$ cat src/rtl/gfx_dump_pkg.sv
package gfx_dump_pkg;
  typedef enum logic [2:0] {
    ST_IDLE,
    ST_SHIFT,
    ST_LATCH,
    ST_BURN,
    ST_ADV
  } dump_st_e;
endpackage

$ cat src/rtl/dump_fetch.sv
module dump_fetch #(
  parameter int WORD_W = 16,
  parameter int ADDR_W = 14,
  parameter int WPR    = 35
) (
  input  logic              clk,
  input  logic              rst_n,
  input  logic              dump_go,
  input  logic              row_go,
  output logic              rd_valid,
  input  logic              rd_ready,
  output logic [ADDR_W-1:0] rd_addr,
  input  logic              rsp_valid,
  input  logic [WORD_W-1:0] rsp_data,
  output logic              buf_full,
  output logic [WORD_W-1:0] buf_data,
  input  logic              buf_take
);
  localparam int WL_W = $clog2(WPR + 1);

  logic [ADDR_W-1:0] addr_q;
  logic [WL_W-1:0]   words_left_q;
  logic              pending_q;
  logic              full_q;
  logic [WORD_W-1:0] buf_q;

  assign rd_valid = (words_left_q != '0) && !full_q && !pending_q;
  assign rd_addr  = addr_q;
  assign buf_full = full_q;
  assign buf_data = buf_q;

  always_ff @(posedge clk) begin
    if (!rst_n) begin
      addr_q       <= '0;
      words_left_q <= '0;
      pending_q    <= 1'b0;
      full_q       <= 1'b0;
      buf_q        <= '0;
    end else begin
      if (dump_go) addr_q <= '0;
      else if (rd_valid && rd_ready) addr_q <= addr_q + 1'b1;

      if (row_go) words_left_q <= WL_W'(WPR);
      else if (rd_valid && rd_ready) words_left_q <= words_left_q - 1'b1;

      if (rd_valid && rd_ready) pending_q <= 1'b1;
      else if (rsp_valid) pending_q <= 1'b0;

      if (rsp_valid) begin
        full_q <= 1'b1;
        buf_q  <= rsp_data;
      end else if (buf_take) begin
        full_q <= 1'b0;
      end
    end
  end

  p_hold_req_r4: assert property (@(posedge clk) disable iff (!rst_n)
    rd_valid && !rd_ready |=> rd_valid && $stable(rd_addr));
  p_rsp_expected_r4: assert property (@(posedge clk) disable iff (!rst_n)
    rsp_valid |-> pending_q && !full_q);
endmodule

$ cat src/rtl/dump_shift.sv
module dump_shift #(
  parameter int WORD_W   = 16,
  parameter int ROW_DOTS = 560
) (
  input  logic              clk,
  input  logic              rst_n,
  input  logic              row_go,
  input  logic              buf_full,
  input  logic [WORD_W-1:0] buf_data,
  output logic              buf_take,
  output logic              ph_data,
  output logic              ph_clk,
  output logic              row_empty
);
  localparam int BIT_W = $clog2(WORD_W + 1);
  localparam int DOT_W = $clog2(ROW_DOTS + 1);

  logic [WORD_W-1:0] sreg_q;
  logic [BIT_W-1:0]  bits_q;
  logic [DOT_W-1:0]  dots_q;
  logic              phase_q;

  assign buf_take  = (bits_q == '0) && buf_full && (dots_q != '0);
  assign ph_data   = sreg_q[WORD_W-1];
  assign ph_clk    = phase_q;
  assign row_empty = (dots_q == '0) && (bits_q == '0);

  always_ff @(posedge clk) begin
    if (!rst_n) begin
      sreg_q  <= '0;
      bits_q  <= '0;
      dots_q  <= '0;
      phase_q <= 1'b0;
    end else if (row_go) begin
      bits_q  <= '0;
      dots_q  <= DOT_W'(ROW_DOTS);
      phase_q <= 1'b0;
    end else if (buf_take) begin
      sreg_q  <= buf_data;
      bits_q  <= BIT_W'(WORD_W);
      phase_q <= 1'b0;
    end else if (bits_q != '0) begin
      if (!phase_q) begin
        phase_q <= 1'b1;
      end else begin
        phase_q <= 1'b0;
        sreg_q  <= {sreg_q[WORD_W-2:0], 1'b0};
        bits_q  <= bits_q - 1'b1;
        dots_q  <= dots_q - 1'b1;
      end
    end
  end

  p_clk_pulse_r6: assert property (@(posedge clk) disable iff (!rst_n)
    ph_clk |=> !ph_clk);
  p_data_setup_r6: assert property (@(posedge clk) disable iff (!rst_n)
    $rose(ph_clk) |-> $stable(ph_data));
  p_row_idle_start_r5: assert property (@(posedge clk) disable iff (!rst_n)
    row_go |-> bits_q == '0);
endmodule

$ cat src/rtl/dump_seq.sv
module dump_seq
  import gfx_dump_pkg::*;
#(
  parameter int ROWS  = 455,
  parameter int STB_W = 8
) (
  input  logic             clk,
  input  logic             rst_n,
  input  logic             start,
  input  logic [STB_W-1:0] strobe_len,
  input  logic             row_empty,
  output logic             dump_go,
  output logic             row_go,
  output logic             busy,
  output logic             done,
  output logic             ph_latch,
  output logic             ph_burn,
  output logic             paper_adv
);
  localparam int ROW_W = (ROWS > 1) ? $clog2(ROWS) : 1;

  dump_st_e         st_q;
  logic [ROW_W-1:0] row_q;
  logic [STB_W-1:0] stb_q;
  logic [STB_W-1:0] cnt_q;
  logic             done_q;
  logic             last_row;

  assign last_row  = (row_q == ROW_W'(ROWS - 1));
  assign dump_go   = (st_q == ST_IDLE) && start;
  assign row_go    = dump_go || ((st_q == ST_ADV) && !last_row);
  assign busy      = (st_q != ST_IDLE);
  assign done      = done_q;
  assign ph_latch  = (st_q == ST_LATCH);
  assign ph_burn   = (st_q == ST_BURN);
  assign paper_adv = (st_q == ST_ADV);

  always_ff @(posedge clk) begin
    if (!rst_n) begin
      st_q   <= ST_IDLE;
      row_q  <= '0;
      stb_q  <= '0;
      cnt_q  <= '0;
      done_q <= 1'b0;
    end else begin
      done_q <= 1'b0;
      unique case (st_q)
        ST_IDLE: if (start) begin
          stb_q <= strobe_len;
          row_q <= '0;
          st_q  <= ST_SHIFT;
        end
        ST_SHIFT: if (row_empty) st_q <= ST_LATCH;
        ST_LATCH: begin
          cnt_q <= stb_q;
          st_q  <= ST_BURN;
        end
        ST_BURN: begin
          if (cnt_q == '0) st_q <= ST_ADV;
          else cnt_q <= cnt_q - 1'b1;
        end
        ST_ADV: begin
          if (last_row) begin
            st_q   <= ST_IDLE;
            done_q <= 1'b1;
          end else begin
            row_q <= row_q + 1'b1;
            st_q  <= ST_SHIFT;
          end
        end
        default: st_q <= ST_IDLE;
      endcase
    end
  end

  p_start_busy_r2: assert property (@(posedge clk) disable iff (!rst_n)
    !busy && start |=> busy);
  p_burn_follows_latch_r8: assert property (@(posedge clk) disable iff (!rst_n)
    ph_latch |=> ph_burn);
  p_adv_follows_burn_r9: assert property (@(posedge clk) disable iff (!rst_n)
    $fell(ph_burn) |-> paper_adv);
  p_done_single_r10: assert property (@(posedge clk) disable iff (!rst_n)
    done |-> !busy ##1 !done);
  p_strobe_held_r8: assert property (@(posedge clk) disable iff (!rst_n)
    busy && $past(busy) |-> $stable(stb_q));
endmodule

$ cat src/rtl/gfx_dump_engine.sv
module gfx_dump_engine #(
  parameter int WORD_W   = 16,
  parameter int ADDR_W   = 14,
  parameter int ROW_DOTS = 560,
  parameter int ROWS     = 455,
  parameter int STB_W    = 8
) (
  input  logic              clk,
  input  logic              rst_n,
  input  logic              start,
  input  logic [STB_W-1:0]  strobe_len,
  output logic              busy,
  output logic              done,
  output logic              rd_valid,
  input  logic              rd_ready,
  output logic [ADDR_W-1:0] rd_addr,
  input  logic              rsp_valid,
  input  logic [WORD_W-1:0] rsp_data,
  output logic              ph_data,
  output logic              ph_clk,
  output logic              ph_latch,
  output logic              ph_burn,
  output logic              paper_adv
);
  localparam int WPR = ROW_DOTS / WORD_W;

  logic              dump_go;
  logic              row_go;
  logic              row_empty;
  logic              buf_full;
  logic              buf_take;
  logic [WORD_W-1:0] buf_data;

  dump_seq #(.ROWS(ROWS), .STB_W(STB_W)) seq_i (
    .clk(clk), .rst_n(rst_n), .start(start), .strobe_len(strobe_len),
    .row_empty(row_empty), .dump_go(dump_go), .row_go(row_go),
    .busy(busy), .done(done), .ph_latch(ph_latch), .ph_burn(ph_burn),
    .paper_adv(paper_adv)
  );

  dump_fetch #(.WORD_W(WORD_W), .ADDR_W(ADDR_W), .WPR(WPR)) fetch_i (
    .clk(clk), .rst_n(rst_n), .dump_go(dump_go), .row_go(row_go),
    .rd_valid(rd_valid), .rd_ready(rd_ready), .rd_addr(rd_addr),
    .rsp_valid(rsp_valid), .rsp_data(rsp_data),
    .buf_full(buf_full), .buf_data(buf_data), .buf_take(buf_take)
  );

  dump_shift #(.WORD_W(WORD_W), .ROW_DOTS(ROW_DOTS)) shift_i (
    .clk(clk), .rst_n(rst_n), .row_go(row_go), .buf_full(buf_full),
    .buf_data(buf_data), .buf_take(buf_take), .ph_data(ph_data),
    .ph_clk(ph_clk), .row_empty(row_empty)
  );

  p_quiet_head_r7: assert property (@(posedge clk) disable iff (!rst_n)
    (ph_latch || ph_burn || paper_adv) |-> !ph_clk);
  p_latch_single_r7: assert property (@(posedge clk) disable iff (!rst_n)
    ph_latch |=> !ph_latch);
  p_no_read_outside_r3: assert property (@(posedge clk) disable iff (!rst_n)
    !busy |-> !rd_valid);
endmodule

$ cat config.mk
export PLATFORM = sky130hd
export DESIGN_NAME = gfx_dump_engine
export DESIGN_NICKNAME = d
export VERILOG_FILES = /design/src/rtl/gfx_dump_pkg.sv /design/src/rtl/dump_fetch.sv /design/src/rtl/dump_shift.sv /design/src/rtl/dump_seq.sv /design/src/rtl/gfx_dump_engine.sv
export SDC_FILE = /design/constraint.sdc
export NUM_CORES = 1
export LEC_CHECK = 0
export BUFFER_PORTS_ARGS = -buffer_cell sky130_fd_sc_hd__clkbuf_2
export CAP_MARGIN = 20
export CORE_UTILIZATION = 25
export DETAILED_ROUTE_END_ITERATION = 16
export PLACE_DENSITY_LB_ADDON = 0.05
export SLEW_MARGIN = 5
export SYNTH_ARGS = -nofsm -noshare
export SYNTH_HDL_FRONTEND = slang
export SYNTH_SLANG_ARGS = --single-unit
$ cat constraint.sdc
create_clock -name clk -period 6.1 [get_ports clk]
set_clock_uncertainty 0.05 [all_clocks]
set_input_delay 0.915 -clock clk [delete_from_list [all_inputs] [get_ports clk]]
set_output_delay 0.915 -clock clk [all_outputs]
set_load 0.01 [all_outputs]
# Yosys cells after proc, flatten, opt, wreduce, memory -nomap -nowiden
# Index checks and enable logic that the tools add are counted.
word_totals:
  ff_bits: 99
  inputBits: 29
  output_inout_bits: 22
  wordCells: 107
classes:
  n_addsub: 6
  n_eq_ne: 11
  mux: 28
  n_bitwise: 3
  n_reduce_logical: 42
ops:
  columns: ["operator", "n"]
  rows:
  - ["$mux W16", 3]
  - ["$mux W10", 4]
  - ["$mux W9", 2]
  - ["$pmux W9 S2", 1]
  - ["$reduce_bool A2 Y1", 9]
  - ["$pmux W8 S2", 1]
  - ["$mux W5", 3]
  - ["$pmux W3 S5", 1]
  - ["$reduce_and A3 Y1", 5]
  - ["$add A14 B1 Y14 const B", 1]
  - ["$mux W6", 2]
  - ["$logic_not A10 Y1", 1]
  - ["$reduce_and A2 Y1", 5]
  - ["$reduce_bool A10 Y1", 1]
  - ["$sub A10 B1 Y10 const B", 1]
  - ["$add A9 B1 Y9 const B", 1]
  - ["$eq A9 B9 Y1 const B", 1]
  - ["$mux W3", 3]
  - ["$logic_and A1 B1 Y1", 8]
  - ["$logic_not A8 Y1", 1]
  - ["$mux W8", 1]
  - ["$ne A2 B2 Y1 const B", 4]
  - ["$sub A8 B1 Y8 const B", 1]
  - ["$mux W1", 7]
  - ["other kinds (16)", 23]

# Depth between registers and ports, before layout
depth:
  depth_word: 6
  ltp_mapped: 8
  ltp_nobuf: 6

# Cells and area by module
# From an unflattened synthesis, not the netlist that was laid out.
unflattened:
  hier_cells: 532
  area_unflattened_um2: 4819.6
by_module_without_submodules:
  columns: ["mod", "instances", "cells_each", "area_each_um2", "seq_area_each_um2"]
  rows:
  - ["dump_shift", 1, 183, 1676.6, 640.6]
  - ["dump_fetch", 1, 167, 1644.1, 760.7]
  - ["dump_seq", 1, 182, 1498.9, 580.6]

# Least setup slack after synthesis
# No wires, ideal clock.
synth_path:
  path_kind: "input to register"
  start: "input port start"
  end: "register seq_i.row_q[7]"
  setup_time_ns: 0.128
  t_arrival_ns: 2.152
  required_time_ns: 5.922
  setup_slack_ns: 3.770
  cell_stages: 5
  n_path_buf: 1
  cell_sequence: "or4b_1 > clkbuf_1 > a2111oi_0 > xnor2_1 > nor2_1"
synth_between:
  elab_chain_len: 2
synth_rtl:
  columns: ["item", "line_no", "rtl"]
  rows:
  - ["start: declaration", "gfx_dump_engine.sv:10", "input logic start,"]
  - ["$ne A2 B2 Y1 (no source line)", null, null]
  - ["$reduce_and A3 Y1 (no source line)", null, null]
  - ["end signal: assignment", "dump_seq.sv:67", "row_q <= row_q + 1'b1;"]
  - ["end: declaration", "dump_seq.sv:23", "logic [ROW_W-1:0] row_q;"]
# Every way passes these cells.
# A chain may end at the register's enable or synchronous reset.

# Final worst setup path
layout_path:
  start: "register shift_i.bits_q[0]"
  end: "register shift_i.sreg_q[4]"
layout_between:
  elab_chain_len: 5
  elab_cells_between_ends: 8
  cone_classes: "mux (1); reduce/logical (7)"
layout_rtl:
  columns: ["item", "line_no", "rtl"]
  rows:
  - ["start: declaration", "dump_shift.sv:19", "logic [BIT_W-1:0] bits_q;"]
  - ["start signal: assignment", "dump_shift.sv:40", "bits_q <= BIT_W'(WORD_W);"]
  - ["start signal: assignment", "dump_shift.sv:48", "bits_q <= bits_q - 1'b1;"]
  - ["$logic_not A5 Y1", "dump_shift.sv:23", "assign buf_take = (bits_q == '0) && buf_full && (dots_q != '0);"]
  - ["$logic_and A1 B1 Y1 (2 in series)", "dump_shift.sv:23", null]
  - ["$reduce_bool A2 Y1 (no source line)", null, null]
  - ["$reduce_and A3 Y1 (no source line)", null, null]
  - ["end signal: assignment", "dump_shift.sv:39", "sreg_q <= buf_data;"]
  - ["end signal: assignment", "dump_shift.sv:47", "sreg_q <= {sreg_q[WORD_W-2:0], 1'b0};"]
  - ["end: declaration", "dump_shift.sv:18", "logic [WORD_W-1:0] sreg_q;"]
# Several ways; a longest one is shown, not always the timed one.

==> flow_summary.yaml <==
logic_synthesis:
  syn_nets: 647
  synth_edf_count: 0
  synthXorXnorAreaFrac_pct: 3.670
  synth_compound_area_share_pct: 22.62
  synthCells: 608
  ys_ff_latch: 99
  yosysUniqueCellTypes: 57
  async_flop_share_pct: 0
  yosys_warnings: 0
  ys_seq_area_share_pct: 39.55
  synth_top_family_by_area: "simple AND/OR/NAND/NOR gates"
  synth-simple-area-share_pct: 23.17
  yosys_most_used_dff: "dfxtp_1"
  syn_area_um2: 5011
  synth_area_per_cell_um2: 8.242
  synthMuxAreaShare_pct: 3.795
  synthAdderAreaFrac_pct: 2.497
routing:
  vias: 4562
  via_per_inst: 5.058
  dr.pass1.iters: 5
  drt_wl_total_um: 14470
  wire_per_inst_um: 16.05
  drt-initial-drc-count: 212
  remaining_drc_errors: 0
  antenna_left: 0
final_layout:
  final_nets: 674
  final_core_util_pct: 29.39
  area_growth_pct: 14.53
  final_cell_mix: "dfxtp_1 (99), nor2_1 (88), nand2_1 (58)"
  final_common_cell: "dfxtp_1"
  drive_above_1_share_pct: 12.09
  antennaDiodeCount: 0
  nFillCells: 2111
power_and_ir_drop:
  p_leak_nw: 2.024
  p_sw_share_pct: 29.40
  power.density_nw_per_um2: 260.7
  power_switching_mw: 0.4399
  pwr-share-seq_pct: 49.3
  combPwrFrac_pct: 15.6
  ir_worst_vdd_mv: 0.1324
  internal-power_mw: 1.056
  clkPwrFrac_pct: 35.1
grt:
  busiest_layer: "met2"
  use_met1_pct: 19.76
  grt_max_degree: 53
  antenna_found_initial: 0
  grt.total_usage_pct: 14.73
  grt_use_met2_pct: 23.58
  grt_util_met3_pct: 2.433
  grt_pass1_wl_um: 23410
  grt_pass1_vias: 4441
  grt_overflow_total: 0
clock_tree:
  post_cts_buffers: 0
  clock_latency_ps: 340
  cts_root_buf: "clkbuf_16"
  hold_buffers: 0
  cts_tree: "yes"
  cts.sinks: 99
  clock_path_buffers: 2
  cts_made_buffers: 9
  cts_resized: 0
  clk_pin_slew_ps: 60
  h-tree-depth: 3
placement:
  port_buffers: 50
  gp_congestion: 0.7399
  dpl_worst_slack_ps: 3260
  dp_hpwl_um: 9512
worst_setup_path:
  critPathRequiredTime_ps: 6310
  ff2ff_path_depth: 6
  cp-start-kind: "register"
  cp-end-kind: "register"
  crit_path_max_fanout: 17
  rrSetupSlack_ps: 3380
  regToRegEndpoint: "shift_i.sreg_q[4]"
  cp_data_arrival_time_ps: 2930
  crit_type: "reg -> reg"
  rr_startpoint: "shift_i.bits_q[0]"
floorplan:
  ioPinCount: 51
  dieArea_um2: 20610
  dieHeight_um: 143.6
  rows: 51
  die_w_um: 143.6
  placeableCoreArea_um2: 19530
  start_util_pct: 25.66
run:
  cap_violations: 0
sta:
  maxSlewViolCount: 0
  slew_headroom_pct: 42.22
  worstMarginPinSlew_ps: 866.7
  worst_slack_ps: 3383
  setup-violations-final: 0
  hold_viol_final: 0
  fin_hold_ws_ps: 411.5
  fin_crit_sh_pct: 44.53
  fin_setup_tns_ps: 0
  post-route-min-period_ps: 2717
  grt_setup_unrepaired: "no"
  clock.fmax_ghz: 0.3681
worst_hold_path:
  hold_class: "reg -> reg"
  holdCritStartpoint: "seq_i.stb_q[0]"
  hold_depth: 2
  whs_endpoint: "seq_i.stb_q[0]"
outcome:
  status: "finished clean"
## metrics by stage
stage                     power, mW  area [um2]  cells
after detailed placement     0.9893        5489    889
after floorplan              0.9115        5011    608
final                         1.496        5739    902
after global routing          1.586        5739    902
after CTS                     1.526        5739    902
after global placement       0.9848        5461    888
## area by class of cell
| class | count | area, um2 | area share (%) |
|---|---|---|---|
| clock buffers | 13 | 250.2 | 4.360 |
| inverters | 14 | 52.55 | 0.9156 |
| multi-input cells | 454 | 2800 | 48.79 |
| well taps | 265 | 331.6 | 5.777 |
| flip-flops and latches | 99 | 1982 | 34.53 |
| repair buffers | 57 | 322.8 | 5.625 |
## cells in the mapped netlist (all sizes together) (5+ instances only)
cell	n	area share [%]
dfxtp	99	40
mux2i	19	3.8
nand3	16	1.6
a211oi	10	1.5
nor2	88	6.6
or4	6	0.90
a21oi	53	5.3
buf	13	1.5
xnor2	10	1.7
o211ai	5	1.0
inv	13	0.97
o31ai	5	0.75
or3	16	2.0
o2111ai	35	6.1
o21ai	14	1.4
nor3	7	0.70
nand2	58	4.3
a31oi	5	0.62
nand2b	5	0.62
clkbuf	28	2.1
o22ai	15	1.9
nand4	18	2.2
ha	10	2.5
xor2	11	1.9
## critical path: stages (launching register included)
cell and delay, ps:
dfxtp_1 330, inv_1 60, ha_1 200, nor4b_1 510
o311a_1 850, o211ai_4 350, o2111ai_1 280
## power by group through the flow
stage / clock network [mW] / registers (mW) / logic [mW]
2_1_floorplan: 0 / 0.736 / 0.175
3_3_place_gp: 0 / 0.752 / 0.233
3_5_place_dp: 0 / 0.753 / 0.237
4_1_cts: 0.551 / 0.738 / 0.237
5_1_grt: 0.578 / 0.745 / 0.264
6_report: 0.525 / 0.738 / 0.233
## registers in the layout, indices dropped and copies added (netlist names), 5 cells and up
register              flops
fetch_i.buf_data         16
shift_i.sreg_q           16
fetch_i.rd_addr          14
shift_i.dots_q           10
seq_i.row_q               9
seq_i.cnt_q               8
seq_i.stb_q               8
fetch_i.words_left_q      6
shift_i.bits_q            5
## cells by family after synthesis
| family | count (synthesis) |
|---|---|
| adder cells (fa/ha/maj) | 10 |
| flip-flops | 99 |
| AND/OR/NAND/NOR | 240 |
| XOR/XNOR | 21 |
| buffers and inverters | 55 |
| AO/OA/AOI/OAI | 164 |
| multiplexers | 19 |
## per-layer routing
layer	up-vias	share of wire [%]
met1	2169	50
met4	0	1.3
li1	2287	-
met3	12	3.5
met5	-	0
met2	94	46
## how the worst max path moves through the flow
stage                       from                 end  slack [ps]
4_1_cts            seq_i.st_q[0]             ph_burn        3340
3_5_place_dp               start      seq_i.row_q[4]        3260
2_1_floorplan              start      seq_i.row_q[7]        3770
3_3_place_gp               start      seq_i.row_q[4]        3230
6_report       shift_i.bits_q[0]   shift_i.sreg_q[4]        3380
5_1_grt        shift_i.bits_q[0]  shift_i.sreg_q[12]        3100
(Power assumes the default switching activity.)
